`src/rtl/sfc_pkg.sv`:
```
package sfc_pkg;

  typedef enum logic [1:0] {
    MODE_READ  = 2'd0,
    MODE_FAST  = 2'd1,
    MODE_WRITE = 2'd2,
    MODE_USER  = 2'd3
  } sfc_mode_e;

  localparam logic [7:0]  OFS_CFG    = 8'h00;
  localparam logic [7:0]  OFS_CE     = 8'h04;
  localparam logic [7:0]  OFS_CTRL   = 8'h10;
  localparam int          CFG_WE_BIT = 16;
  localparam logic [7:0]  OP_RESET   = 8'h03;

  // One latched window access
  typedef struct packed {
    logic        auto_m;
    logic        fast;
    logic        four_b;
    logic        word;
    logic        wr;
    logic [7:0]  op;
    logic [31:0] addr;
    logic [31:0] wdata;
  } sfc_acc_t;

  function automatic logic [3:0] addr_len(input logic four_b);
    return four_b ? 4'd4 : 4'd3;
  endfunction

  function automatic logic [3:0] hdr_len(input sfc_acc_t a);
    if (!a.auto_m) return 4'd0;
    return 4'd1 + addr_len(a.four_b) + {3'd0, a.fast};
  endfunction

  function automatic logic [3:0] seq_len(input sfc_acc_t a);
    return hdr_len(a) + (a.word ? 4'd4 : 4'd1);
  endfunction

  // Byte k of the serial sequence for access a
  function automatic logic [7:0] seq_byte(input sfc_acc_t a, input logic [3:0] k);
    logic [3:0] hl;
    logic [3:0] nab;
    int         sh;
    hl  = hdr_len(a);
    nab = addr_len(a.four_b);
    if (a.auto_m && k == 4'd0) return a.op;
    if (a.auto_m && k <= nab) begin
      sh = 8 * (int'(nab) - int'(k));
      return 8'(a.addr >> sh);
    end
    if (k < hl || !a.wr) return 8'h00;
    if (!a.word) return a.wdata[7:0];
    sh = 8 * (3 - int'(k - hl));
    return 8'(a.wdata >> sh);
  endfunction

endpackage

```
`src/rtl/sfc_regs.sv`:
```
module sfc_regs
  import sfc_pkg::*;
(
  input  logic        clk,
  input  logic        rst_n,
  input  logic        wr,
  input  logic [7:0]  ofs,
  input  logic [31:0] wdata,
  output logic        cfg_we,
  output logic        four_b,
  output sfc_mode_e   mode,
  output logic        stop,
  output logic [7:0]  op,
  output logic [31:0] rd_val
);

  always_ff @(posedge clk or negedge rst_n) begin
    if (!rst_n) begin
      cfg_we <= 1'b0;
      four_b <= 1'b0;
      mode   <= MODE_READ;
      stop   <= 1'b1;
      op     <= OP_RESET;
    end else if (wr) begin
      case (ofs)
        OFS_CFG:  cfg_we <= wdata[CFG_WE_BIT];
        OFS_CE:   four_b <= wdata[0];
        OFS_CTRL: begin
          mode <= sfc_mode_e'(wdata[1:0]);
          stop <= wdata[2];
          op   <= wdata[23:16];
        end
        default: ;
      endcase
    end
  end

  always_comb begin
    rd_val = 32'h0;
    case (ofs)
      OFS_CFG:  rd_val[CFG_WE_BIT] = cfg_we;
      OFS_CE:   rd_val[0] = four_b;
      OFS_CTRL: rd_val = {8'h00, op, 13'h0, stop, mode};
      default:  rd_val = 32'h0;
    endcase
  end

endmodule

```
`src/rtl/sfc_shifter.sv`:
```
module sfc_shifter #(
  parameter int HALF_CYC = 2
) (
  input  logic       clk,
  input  logic       rst_n,
  input  logic       start,
  input  logic [7:0] tx,
  input  logic       miso,
  output logic       sclk,
  output logic       mosi,
  output logic       busy,
  output logic       done,
  output logic [7:0] rx
);

  localparam int DW = (HALF_CYC > 1) ? $clog2(HALF_CYC) : 1;
  localparam logic [DW-1:0] DIV_LAST = DW'(HALF_CYC - 1);

  logic [DW-1:0] div;
  logic [2:0]    bitn;
  logic [7:0]    sh;
  logic          half_end;

  assign half_end = (div == DIV_LAST);
  assign mosi     = sh[7];

  always_ff @(posedge clk or negedge rst_n) begin
    if (!rst_n) begin
      div  <= '0;
      bitn <= '0;
      sh   <= '0;
      rx   <= '0;
      sclk <= 1'b0;
      busy <= 1'b0;
      done <= 1'b0;
    end else begin
      done <= 1'b0;
      if (!busy) begin
        if (start) begin
          busy <= 1'b1;
          sh   <= tx;
          bitn <= '0;
          div  <= '0;
          sclk <= 1'b0;
        end
      end else if (half_end) begin
        div <= '0;
        if (!sclk) begin
          sclk <= 1'b1;
          rx   <= {rx[6:0], miso};
        end else begin
          sclk <= 1'b0;
          if (bitn == 3'd7) begin
            busy <= 1'b0;
            done <= 1'b1;
          end else begin
            bitn <= bitn + 3'd1;
            sh   <= {sh[6:0], 1'b0};
          end
        end
      end else begin
        div <= div + DW'(1);
      end
    end
  end

endmodule

```
`src/rtl/sfc_seq.sv`:
```
module sfc_seq
  import sfc_pkg::*;
(
  input  logic        clk,
  input  logic        rst_n,
  input  logic        go,
  input  sfc_acc_t    acc_in,
  input  logic        eng_done,
  input  logic [7:0]  eng_rx,
  output logic        eng_start,
  output logic [7:0]  eng_tx,
  output logic        busy,
  output logic        fin,
  output logic        cs_act,
  output logic [31:0] rdata
);

  sfc_acc_t   acc;
  logic [3:0] k;
  logic       byte_end;
  logic       last_end;
  logic       in_data;

  assign eng_tx   = seq_byte(acc, k);
  assign in_data  = (k >= hdr_len(acc));
  assign byte_end = busy && eng_done;
  assign last_end = byte_end && (k == seq_len(acc) - 4'd1);
  assign cs_act   = busy && acc.auto_m;

  always_ff @(posedge clk or negedge rst_n) begin
    if (!rst_n) begin
      acc       <= '0;
      k         <= '0;
      busy      <= 1'b0;
      fin       <= 1'b0;
      eng_start <= 1'b0;
      rdata     <= '0;
    end else begin
      fin       <= 1'b0;
      eng_start <= 1'b0;
      if (!busy) begin
        if (go) begin
          acc       <= acc_in;
          k         <= '0;
          busy      <= 1'b1;
          eng_start <= 1'b1;
          rdata     <= '0;
        end
      end else if (byte_end) begin
        if (!acc.wr && in_data) rdata <= {rdata[23:0], eng_rx};
        if (last_end) begin
          busy <= 1'b0;
          fin  <= 1'b1;
        end else begin
          k         <= k + 4'd1;
          eng_start <= 1'b1;
        end
      end
    end
  end

endmodule

```
`src/rtl/spi_flash_ctl.sv`:
```
module spi_flash_ctl
  import sfc_pkg::*;
#(
  parameter int HALF_CYC = 2
) (
  input  logic        clk,
  input  logic        rst_n,
  input  logic        bus_req,
  input  logic        bus_we,
  input  logic        bus_win,
  input  logic        bus_word,
  input  logic [31:0] bus_addr,
  input  logic [31:0] bus_wdata,
  output logic [31:0] bus_rdata,
  output logic        bus_ready,
  output logic        spi_sclk,
  output logic        spi_cs_n,
  output logic        spi_mosi,
  input  logic        spi_miso
);

  logic        cfg_we, four_b, stop;
  sfc_mode_e   mode;
  logic [7:0]  op;
  logic [31:0] reg_rd;
  logic        user_mode;
  logic        acc_ok, win_acc, reg_acc, reg_wr;
  logic        path_ok, wr_block, shift_go, drop_evt;
  logic        seq_busy, seq_fin, seq_cs;
  logic [31:0] seq_rdata;
  logic        eng_start, eng_done, eng_busy;
  logic [7:0]  eng_tx, eng_rx;
  sfc_acc_t    acc_in;

  assign user_mode = (mode == MODE_USER);
  assign acc_ok    = bus_req && !bus_ready && !seq_busy && !seq_fin;
  assign win_acc   = acc_ok && bus_win;
  assign reg_acc   = acc_ok && !bus_win;
  assign reg_wr    = reg_acc && bus_we;
  assign wr_block  = bus_we && !cfg_we;
  assign path_ok   = user_mode ? !stop
                   : (bus_we ? (mode == MODE_WRITE) : (mode != MODE_WRITE));
  assign shift_go  = win_acc && !wr_block && path_ok;
  assign drop_evt  = win_acc && !shift_go;

  always_comb begin
    acc_in        = '0;
    acc_in.auto_m = !user_mode;
    acc_in.fast   = (mode == MODE_FAST);
    acc_in.four_b = four_b;
    acc_in.word   = bus_word;
    acc_in.wr     = bus_we;
    acc_in.op     = op;
    acc_in.addr   = bus_addr;
    acc_in.wdata  = bus_wdata;
  end

  sfc_regs u_regs (
    .clk    (clk),
    .rst_n  (rst_n),
    .wr     (reg_wr),
    .ofs    (bus_addr[7:0]),
    .wdata  (bus_wdata),
    .cfg_we (cfg_we),
    .four_b (four_b),
    .mode   (mode),
    .stop   (stop),
    .op     (op),
    .rd_val (reg_rd)
  );

  sfc_seq u_seq (
    .clk       (clk),
    .rst_n     (rst_n),
    .go        (shift_go),
    .acc_in    (acc_in),
    .eng_done  (eng_done),
    .eng_rx    (eng_rx),
    .eng_start (eng_start),
    .eng_tx    (eng_tx),
    .busy      (seq_busy),
    .fin       (seq_fin),
    .cs_act    (seq_cs),
    .rdata     (seq_rdata)
  );

  sfc_shifter #(.HALF_CYC(HALF_CYC)) u_shift (
    .clk   (clk),
    .rst_n (rst_n),
    .start (eng_start),
    .tx    (eng_tx),
    .miso  (spi_miso),
    .sclk  (spi_sclk),
    .mosi  (spi_mosi),
    .busy  (eng_busy),
    .done  (eng_done),
    .rx    (eng_rx)
  );

  assign spi_cs_n = user_mode ? stop : !seq_cs;

  always_ff @(posedge clk or negedge rst_n) begin
    if (!rst_n) begin
      bus_ready <= 1'b0;
      bus_rdata <= '0;
    end else begin
      bus_ready <= reg_acc || drop_evt || seq_fin;
      if (reg_acc)       bus_rdata <= reg_rd;
      else if (drop_evt) bus_rdata <= '0;
      else if (seq_fin)  bus_rdata <= seq_rdata;
    end
  end

endmodule

```
`config.mk`:
```
export PLATFORM = sky130hd
export DESIGN_NAME = spi_flash_ctl
export DESIGN_NICKNAME = d
export VERILOG_FILES = /design/src/rtl/sfc_pkg.sv /design/src/rtl/sfc_regs.sv /design/src/rtl/sfc_shifter.sv /design/src/rtl/sfc_seq.sv /design/src/rtl/spi_flash_ctl.sv
export SDC_FILE = /design/constraint.sdc
export NUM_CORES = 1
export LEC_CHECK = 0
export CAP_MARGIN = 20
export CORE_UTILIZATION = 53
export CTS_BUF_LIST = sky130_fd_sc_hd__clkbuf_4
export CTS_CLUSTER_DIAMETER = 200
export DETAILED_ROUTE_END_ITERATION = 12
export GPL_TIMING_DRIVEN = 0
export HOLD_SLACK_MARGIN = 0.15
export PLACE_DENSITY = 0.76
export SLEW_MARGIN = 20
export SYNTH_ARGS = -nofsm -noshare
export SYNTH_HDL_FRONTEND = slang
export SYNTH_HIERARCHICAL = 1
export SYNTH_SLANG_ARGS = --single-unit
```
`constraint.sdc`:
```
create_clock -name clk -period 3.2 [get_ports clk]
set_input_delay 0.64 -clock clk [delete_from_list [all_inputs] [get_ports clk]]
set_output_delay 0.64 -clock clk [all_outputs]
set_load 0.05 [all_outputs]
```
; Yosys cells after proc, flatten, opt, wreduce, memory -nomap -nowiden
; Cells that the tools add are included.
[totals]
latchBits = 0
ram_bits = 0
word_cells = 175
out_inout_bits = 36
inputBits = 71
memories = 0
regBits = 185
mem_bits_ro = 0
[classes]
div = 0
n_mul = 0
n_mux = 73
n_lt_le_gt_ge = 3
n_eq_ne = 14
shifts = 2
reduce_logical = 44
n_addsub = 10
n_bitwise = 2
[ops]
columns = cell, n
row1 = $mux W32, 7
row2 = $mux W8, 13
row3 = $shr A32 B32 Y8, 2
row4 = $mux W1, 37
row5 = $sub A3 B29 Y29 const A, 1
row6 = $mux W3, 7
row7 = $mux W4, 5
row8 = $logic_and A1 B1 Y1, 16
row9 = $ne A2 B2 Y1 const B, 6
row10 = $logic_not A1 Y1, 11
row11 = $reduce_and A2 Y1, 5
row12 = $sub A4 B4 Y5, 2
row13 = $reduce_and A3 Y1, 3
row14 = $eq A8 B3 Y1 const B, 1
row15 = $eq A8 B5 Y1 const B, 1
row16 = $logic_not A8 Y1, 1
row17 = $mux W7, 1
row18 = $add A1 B4 Y4 const A, 1
row19 = $add A4 B1 Y4, 1
row20 = $add A4 B1 Y4 const B, 1
row21 = $add A4 B4 Y4, 1
row22 = $eq A2 B2 Y1 const B, 2
row23 = $eq A4 B4 Y1, 1
row24 = $ge A4 B4 Y1, 1
row25 = 16 further kinds, 21

; Depth between registers and ports, before layout
; Gate-level depths: netlist (run 1).
[logic_depth]
word_depth = 18
ltp_mapped = 17
mapped_depth_nobuf = 17

; Cells and area by module
; The synthesis (run 1) kept the hierarchy.
[modules_own_cells]
columns = mod, seq_area_each_um2, instances, cells_per_inst, area_each_um2
row1 = sfc_seq, 2902.8, 1, 611, 5592.9
row2 = spi_flash_ctl, 825.8, 1, 273, 2290.9
row3 = sfc_shifter, 575.6, 1, 71, 1039.7
row4 = sfc_regs, 329.1, 1, 74, 858.3

; Worst setup path after synthesis (run 1)
; Ideal clock, no wire load.
[synth_timing]
kind = register to register
from = reg u_seq/acc[74] (netlist name)
to = reg u_shift.sh[7]
path_buffers = 0
required_ns = 3.134
path_slack_ns = -0.099
arrival_time_ns = 3.233
stages_incl_launch_ff = 16
cell_sequence = dfrtp_1 > ha_1 > nor2b_1 > ha_1 > inv_1 > fa_1 > xnor2_1 > ha_1 > nor3_1 > a21oi_1 > or3_4 > a211oi_4 > a22oi_1 > o221ai_2 > mux2_2 > mux2_4
[synth_via]
elab_chain_len = 14
word_cells_on_any_way = 27
classes_between = 5 x add/sub / 2 x order compare / 2 x shift / 16 x mux / 2 x reduce/logical
[synth_lines]
columns = item, line
row1 = "start, declared", sfc_seq.sv:18  ; sfc_acc_t acc;
row2 = "start signal, assigned", sfc_seq.sv:43  ; acc <= acc_in;
row3 = $mux W3 (*), sfc_pkg.sv:29  ; return four_b ? 4'd4 : 4'd3;
row4 = "parallel branches: the longest is 9 deep, another holds $sub A3 B29 Y29", n/a
row5 = $mux W8 (*), sfc_pkg.sv:53  ; if (k < hl || !a.wr) return 8'h00;
row6 = $mux W8 (*), sfc_pkg.sv:49  ; if (a.auto_m && k <= nab) begin
row7 = named net eng_tx[7], spi_flash_ctl.sv:32  ; logic [7:0] eng_tx, eng_rx;
row8 = $mux W8 (*), sfc_shifter.sv:39  ; if (start) begin
row9 = $mux W8 (*), sfc_shifter.sv:38  ; if (!busy) begin
row10 = "end signal, assigned", sfc_shifter.sv:41  ; sh <= tx;
row11 = "end signal, assigned", sfc_shifter.sv:58  ; sh <= {sh[6:0], 1'b0};
row12 = "end, declared", sfc_shifter.sv:21  ; logic [7:0] sh;
; Mark *: on every way through the listed nets, which the timed path passes. The select of a mux whose other input is x is not followed.
; A chain may end at the register's enable or synchronous reset.

; Final worst setup path (run 1)
[layout_timing]
from = reg u_seq/acc[75] (netlist name)
to = reg u_shift.sh[1]
[layout_via]
elab_chain_len = 12
word_cells_on_any_way = 18
classes_between = 3 x add/sub / 1 x order compare / 1 x shift / 12 x mux / 1 x reduce/logical
[layout_lines]
columns = item, line
row1 = $add A4 B1 Y4 (*), sfc_pkg.sv:34  ; return 4'd1 + addr_len(a.four_b) + {3'd0, a.fast};
row2 = $mux W4 (*), sfc_pkg.sv:34
row3 = "parallel branches: the longest is 5 deep, another holds $sub A3 B29 Y29", n/a
row4 = $mux W8 (*), sfc_pkg.sv:54  ; if (!a.word) return a.wdata[7:0];
row5 = $mux W8 (*), sfc_pkg.sv:53
row6 = $mux W8 (*), sfc_pkg.sv:49
row7 = named net eng_tx[1], spi_flash_ctl.sv:32
row8 = $mux W8 (*), sfc_shifter.sv:39
row9 = $mux W8 (*), sfc_shifter.sv:38
; Marks and branches as above.

==> out/summary.txt, run 1 <==
run status: finished, violations left
violated checks: negative setup slack
Final setup viols: 8
Power Density: 931 nW/um^2
Worst setup SP type: flip-flop
Inserted Clock Buffers: 17
Leak Pwr: 5.32 nW
Post-DP HPWL: 17900 um
Max stage delay cell, worst path: dfrtp_1
Die X: 138 um
placed inst area: 11300 um^2
Ys Warns: 6
H-tree Lvls: 4
antenna violations before repair: 1
fmax: 0.284 GHz
WHS Path Cells: 2
Clock transition at path regs: 0.16 ns
share of cells above drive strength 1: 18.9%
Slew @ Worst Pin: 0.724 ns
Hold Fails Final Rpt: 0
Core Footprint: 18000 um^2
Final Instance Count excl. Fillers: 1428
WHS Endpoint: u_seq/acc[61]
crit path max fanout: 4
post-placement cell count: 1384
cells after synthesis: 1029
crit path time final: 3.52 ns
CTS sink count: 185
Post-Syn Area per Cell: 9.51 um^2
Syn Std Cell Area: 9780 um^2
Crit path buffers/inverters: 3
Final period util: 110%
nets: 1274
GRT Total Usage: 27.4%
Slew headroom: 51.4%
Fillers: 1461
max-slew violations: 0
root buffer cell: clkbuf_4
crit path DAT: 4.07 ns
Data required, critical path: 3.76 ns
Rows: 49
total global routing overflow: 0
Routed Antenna Nets: 0
most frequent cells in the layout: nand2_1 (352), dfrtp_1 (181), clkdlybuf4s50_1 (104)
CTS tree: yes
HP Class: reg -> reg
R2R cell count: 17
drt wl/cell: 17.8 um
Worst Path Class, Setup: reg -> reg
CP most frequent cell: ha_4
most common cell after layout, fill and taps aside: nand2_1
Place WS: -0.444 ns
power consumption: 11.0 mW
max cap viols: 0
hold path startpoint: u_seq/acc[61]
unrepaired setup endpoints after global routing: true
Seq/Total Area, Yosys: 47.4%
design area: 11800 um^2
Die Ht: 138 um
maximum VDD drop: 0.000553 V
Via density: 5.54
CP endpoint kind: flip-flop
final RePlAce weighted congestion: 0.860
port bufs: 105
DR iter-0 viols: 746
reg-to-reg endpoint: u_shift/sh[1]
skew final: 0.0235 ns
CTS max path bufs: 2
Async SR Flop Fraction: 100%
Initial Util: 54.3%
largest net degree at the start of global routing: 95
Post-synth EDFFs: 0
Synth Flop Type: dfrtp_1
area delta synth->final: 20.3%
final worst setup slack: -0.318 ns
first-pass GRT wire length: 39200 um
Max stage delay on crit path: 0.44 ns
Critical Path, Cell by Cell: inv_2 -> ha_4 -> nor2b_4 -> ha_4 -> inv_2 -> fa_2 -> xnor2_2 -> ha_4 -> nor3_4 -> a21oi_2 -> or3_4 -> a211oi_4 -> buf_6 -> a22oi_2 -> o221ai_2 -> mux2_4 -> mux2_4
worst skew pair latency: 0.60 ns
Detailed Route WL: 25500 um
Die ar.: 19000 um^2
Fin Setup TNS: -2.24 ns
largest delay contributor family on the critical path: adder cells
RR Startpoint: u_seq/acc[75]
Netlist cell types: 62
FF+latch count, synth: 185
DRC Markers: 0
vias in the first global route: 7424
first-pass iteration count of the detailed router: 5
# IOs: 107
Vias: 7917
reg2reg setup slack: -0.32 ns
[area by class of cell]
class	count	area (um^2)	share of cell area [%]
inverters	20	75.1	0.638
flip-flops and latches	185	4630	39.4
well taps	229	287	2.43
clock buffers	17	128	1.08
plain buffers	85	510	4.34
clock inverters	15	124	1.05
repair buffers	117	1180	9.99
diodes	2	5.00	0.0425
multi-input cells	758	4830	41.0
[metrics by stage]
step                      hold WS [ns]  util, %
after floorplan                  0.344        -
after global placement           0.454     62.3
after detailed placement         0.457     62.5
after CTS                        0.493     64.7
after global routing             0.506     65.3
final                            0.495     65.3
[sequential cells by signal (all words and copies together), names as in the netlist, 2 cells and up]
signal	flops
bus_rdata	32
u_regs/mode	2
u_regs/op	8
u_seq/acc	77
u_seq/k	4
u_seq/rdata	32
u_shift/bitn	3
u_shift/rx	8
u_shift/sh	8
[Yosys cell counts, types with 6 or more instances]
cell        n  area [um^2]
nand2_1   353         1330
dfrtp_1   182         4550
nor3_1     69          345
nor2_1     41          154
clkbuf_1   39          146
o21ai_0    35          175
nor3_2     31          310
o31a_1     31          272
buf_4      21          158
mux2_2     20          225
inv_1      19         71.3
mux2_4     17          255
ha_1       16          200
mux4_2     16          360
buf_6      13          146
and2_1     10         62.6
buf_2      10         50.1
a22oi_1     8         60.1
o221ai_2    8          120
o21ai_1     7         35.0
xnor2_1     7         61.3
nand3_1     6         30.0
nor2b_1     6         37.5
[worst max-delay path by stage]
stage	from	end	slack [ns]	depth (start not counted)
floorplan	u_seq/acc[74]	u_shift/sh[7]	0.01	15
global placement	rst_n	u_seq/acc[74]	-6.91	1
detailed placement	bus_we	u_seq/acc[51]	-0.44	10
CTS	u_seq/acc[75]	u_shift/sh[2]	-0.12	16
global route	u_seq/acc[75]	u_shift/sh[1]	-0.40	17
finish	u_seq/acc[75]	u_shift/sh[1]	-0.32	17
[per-layer routing]
layer  global-route usage (%)  wire length [um]  vias to the layer above  part of all wire (%)
li1                         -                 -                     3739                     -
met1                     40.3             11500                     3815                    45
met2                     40.6             11300                      313                    45
met3                     5.41              1990                       50                   7.8
met4                     9.18               614                        0                   2.4
met5                        0                 0                        -                     0
[worst min-delay path, stage by stage (launching register included)]
cell and delay (ns):
dfrtp_1 0.37, nand2_1 0.05, nand2_1 0.05
[kinds of logic after synthesis]
group,after synthesis,share of synthesized area (%)
buf+inv,106,6.00
compound gates,111,8.70
other cells,1,0.0383
flops,185,47.4
fa+ha+maj,19,2.66
simple gates,541,25.4
mux,56,8.90
xor+xnor,10,0.895
[power by group]
part	internal, mW	switching (mW)	leakage, nW
Clock	0.385	0.846	0.135
Sequential	3.23	0.751	2.34
Combinational	2.68	3.06	2.85
Total	6.29	4.66	5.32
[repair_timing]
action / in CTS / in global routing
hold buffers: 1 / 0
setup buffers: 8 / 2
hold endpoints to repair: 89 / 0
setup endpoints to repair: 8 / 102
gates resized for setup: 22 / 15
pin swaps: 12 / 14
Power figures use the tool's default switching activity.
==> run 2: changes to the inputs <==
==> constraint.sdc (replaced) <==
create_clock -name clk -period 3.2 [get_ports clk]
set_input_delay 0.8 -clock clk [delete_from_list [all_inputs] [get_ports clk]]
set_output_delay 0.8 -clock clk [all_outputs]
set_load 0.05 [all_outputs]
==> run 2 against run 1 <==
  * The run still ends with negative setup slack left
  * Combinational power is essentially flat
  * Register-to-register slack about the same
  * Final cell count hardly changed
  * Worst setup slack lost 0.0052 ns
  * Cell area barely moved
  * Clock power about the same
  * First-iteration DRC count is 1.6% lower
  * Largest power group unchanged
==> out/summary.txt, run 2 (synthesis gave the netlist of run 1 again) <==
Routed Antenna Nets: 0 (unchanged)
most frequent cells in the layout: nand2_1 (352), dfrtp_1 (181), clkdlybuf4s50_1 (103)
antenna violations before repair: 1 (unchanged)
Crit path buffers/inverters: 3 (unchanged)
final worst setup slack: -0.323 ns (-0.00516 ns)
Hold Fails Final Rpt: 0 (unchanged)
Critical Path, Cell by Cell: inv_2 -> ha_4 -> nor2b_4 -> ha_4 -> inv_2 -> fa_2 -> xnor2_2 -> ha_4 -> nor3_4 -> a21oi_2 -> or3_4 -> a211oi_4 -> buf_6 -> a22oi_2 -> o221ai_2 -> mux2_4 -> mux2_4
nets: 1273 (-0.078%)
Max stage delay on crit path: 0.44 ns (about the same)
Vias: 7926 (+0.11%)
Rows: 49 (unchanged)
Final setup viols: 8 (unchanged)
Leak Pwr: 5.32 nW (about the same)
maximum VDD drop: 0.000554 V (about the same)
Via density: 5.55 (+0.18%)
Core Footprint: 18000 um^2 (unchanged)
Power Density: 930 nW/um^2 (-0.12%)
max cap viols: 0 (unchanged)
Largest regs: u_seq/acc x77, bus_rdata x32, u_seq/rdata x32
Worst Path Class, Setup: reg -> reg
most common cell after layout, fill and taps aside: nand2_1
H-tree Lvls: 4 (unchanged)
largest net degree at the start of global routing: 95 (unchanged)
Hold Slack: 0.174 ns (-0.321 ns)
fmax: 0.284 GHz (-0.15%)
Detailed Route WL: 25500 um (about the same)
Final period util: 110% (+0.16 points)
drt wl/cell: 17.8 um (about the same)
# IOs: 107 (unchanged)
run status: finished, violations left
unrepaired setup endpoints after global routing: true
Inserted Clock Buffers: 17 (unchanged)
max FFs per register: 77 (unchanged)
violated checks: negative setup slack
fin util: 65.2% (about the same)
DR iter-0 viols: 734 (-1.6%)
HP Class: in -> async
final RePlAce weighted congestion: 0.860 (unchanged)
Initial Util: 54.3% (unchanged)
largest delay contributor family on the critical path: adder cells
Clock transition at path regs: 0.15 ns (about the same)
most flop-heavy register: u_seq/acc
crit path DAT: 4.08 ns (about the same)
post-placement cell count: 1384 (unchanged)
GRT Total Usage: 27.4% (unchanged)
Worst setup SP type: flip-flop
CTS tree: yes
first-pass GRT wire length: 39200 um (unchanged)
CP endpoint kind: flip-flop
Final Instance Count excl. Fillers: 1427 (-0.070%)
CTS sink count: 185 (unchanged)
crit path time final: 3.52 ns (+0.00516 ns)
CP most frequent cell: ha_4
Max stage delay cell, worst path: dfrtp_1
DRC Markers: 0 (unchanged)
skew final: 0.0236 ns (+0.000125 ns)
vias in the first global route: 7424 (unchanged)
worst skew pair latency: 0.60 ns (about the same)
first-pass iteration count of the detailed router: 5 (unchanged)
reg2reg setup slack: -0.32 ns (about the same)
crit path max fanout: 4 (unchanged)
Die Ht: 138 um (unchanged)
Slew @ Worst Pin: 0.731 ns (+0.00699 ns)
Post-DP HPWL: 17900 um (unchanged)
CTS max path bufs: 2 (unchanged)
total global routing overflow: 0 (unchanged)
root buffer cell: clkbuf_4
Slew headroom: 50.9% (-0.47 points)
port bufs: 105 (unchanged)
Fin Setup TNS: -2.29 ns (-0.0488 ns)
share of cells above drive strength 1: 19.0% (+0.099 points)
max-slew violations: 0 (unchanged)
Die X: 138 um (unchanged)
Die ar.: 19000 um^2 (unchanged)
Place WS: -0.604 ns (-0.160 ns)
area delta synth->final: 20.2% (about the same)
Data required, critical path: 3.75 ns (about the same)
[run 2: metrics by stage]
stage | cell area, um^2 | total power [mW]
after global routing | 11800 | 11.6
after CTS | 11600 | 10.6
after global placement | 11200 | 9.00
after detailed placement | 11300 | 9.17
after floorplan | 9890 | 7.71
final | 11800 | 10.9
[run 2: metal layers]
layer	up-vias	GRT usage, %	wire length, um
met5	-	0	0
met3	48	5.41	1790
li1	3739	-	-
met1	3837	40.3	11600
met2	302	40.6	11400
met4	0	9.18	614
[run 2: layout make-up]
cell class,instances,area (um^2)
buffer,85,512
multi-input combinational,758,4830
clock buffer,17,128
inverter,20,75.1
clock inverter,15,124
sequential,185,4630
tap,229,287
antenna,2,5.00
fill,1463,6270
timing repair buffer,116,1160
[run 2: timing repair]
action / 4_1_cts / 5_1_grt
hold buffers: 0 / 0
endpoints found under the setup margin: 9 / 108
gates resized for setup: 23 / 17
buffers inserted: 8 / 2
pin swaps: 12 / 14
[run 2: power breakdown]
part	total [mW]	internal [mW]	switching [mW]
registers	3.98	3.23	0.749
clock network	1.22	0.385	0.840
logic	5.73	2.67	3.06
total	10.9	6.28	4.65
[run 2: final timing paths]
path / startpoint / endpoint / cells past startpoint
hold / removal: rst_n / u_seq/acc[28] / 1
max in group asynchronous: rst_n / u_regs/op[0] / 2
min in group clk: u_seq/acc[61] / u_seq/acc[61] / 2
hold reg to reg: u_seq/acc[61] / u_seq/acc[61] / 2
setup / recovery: u_seq/acc[75] / u_shift/sh[1] / 17
setup reg to reg: u_seq/acc[75] / u_shift/sh[1] / 17
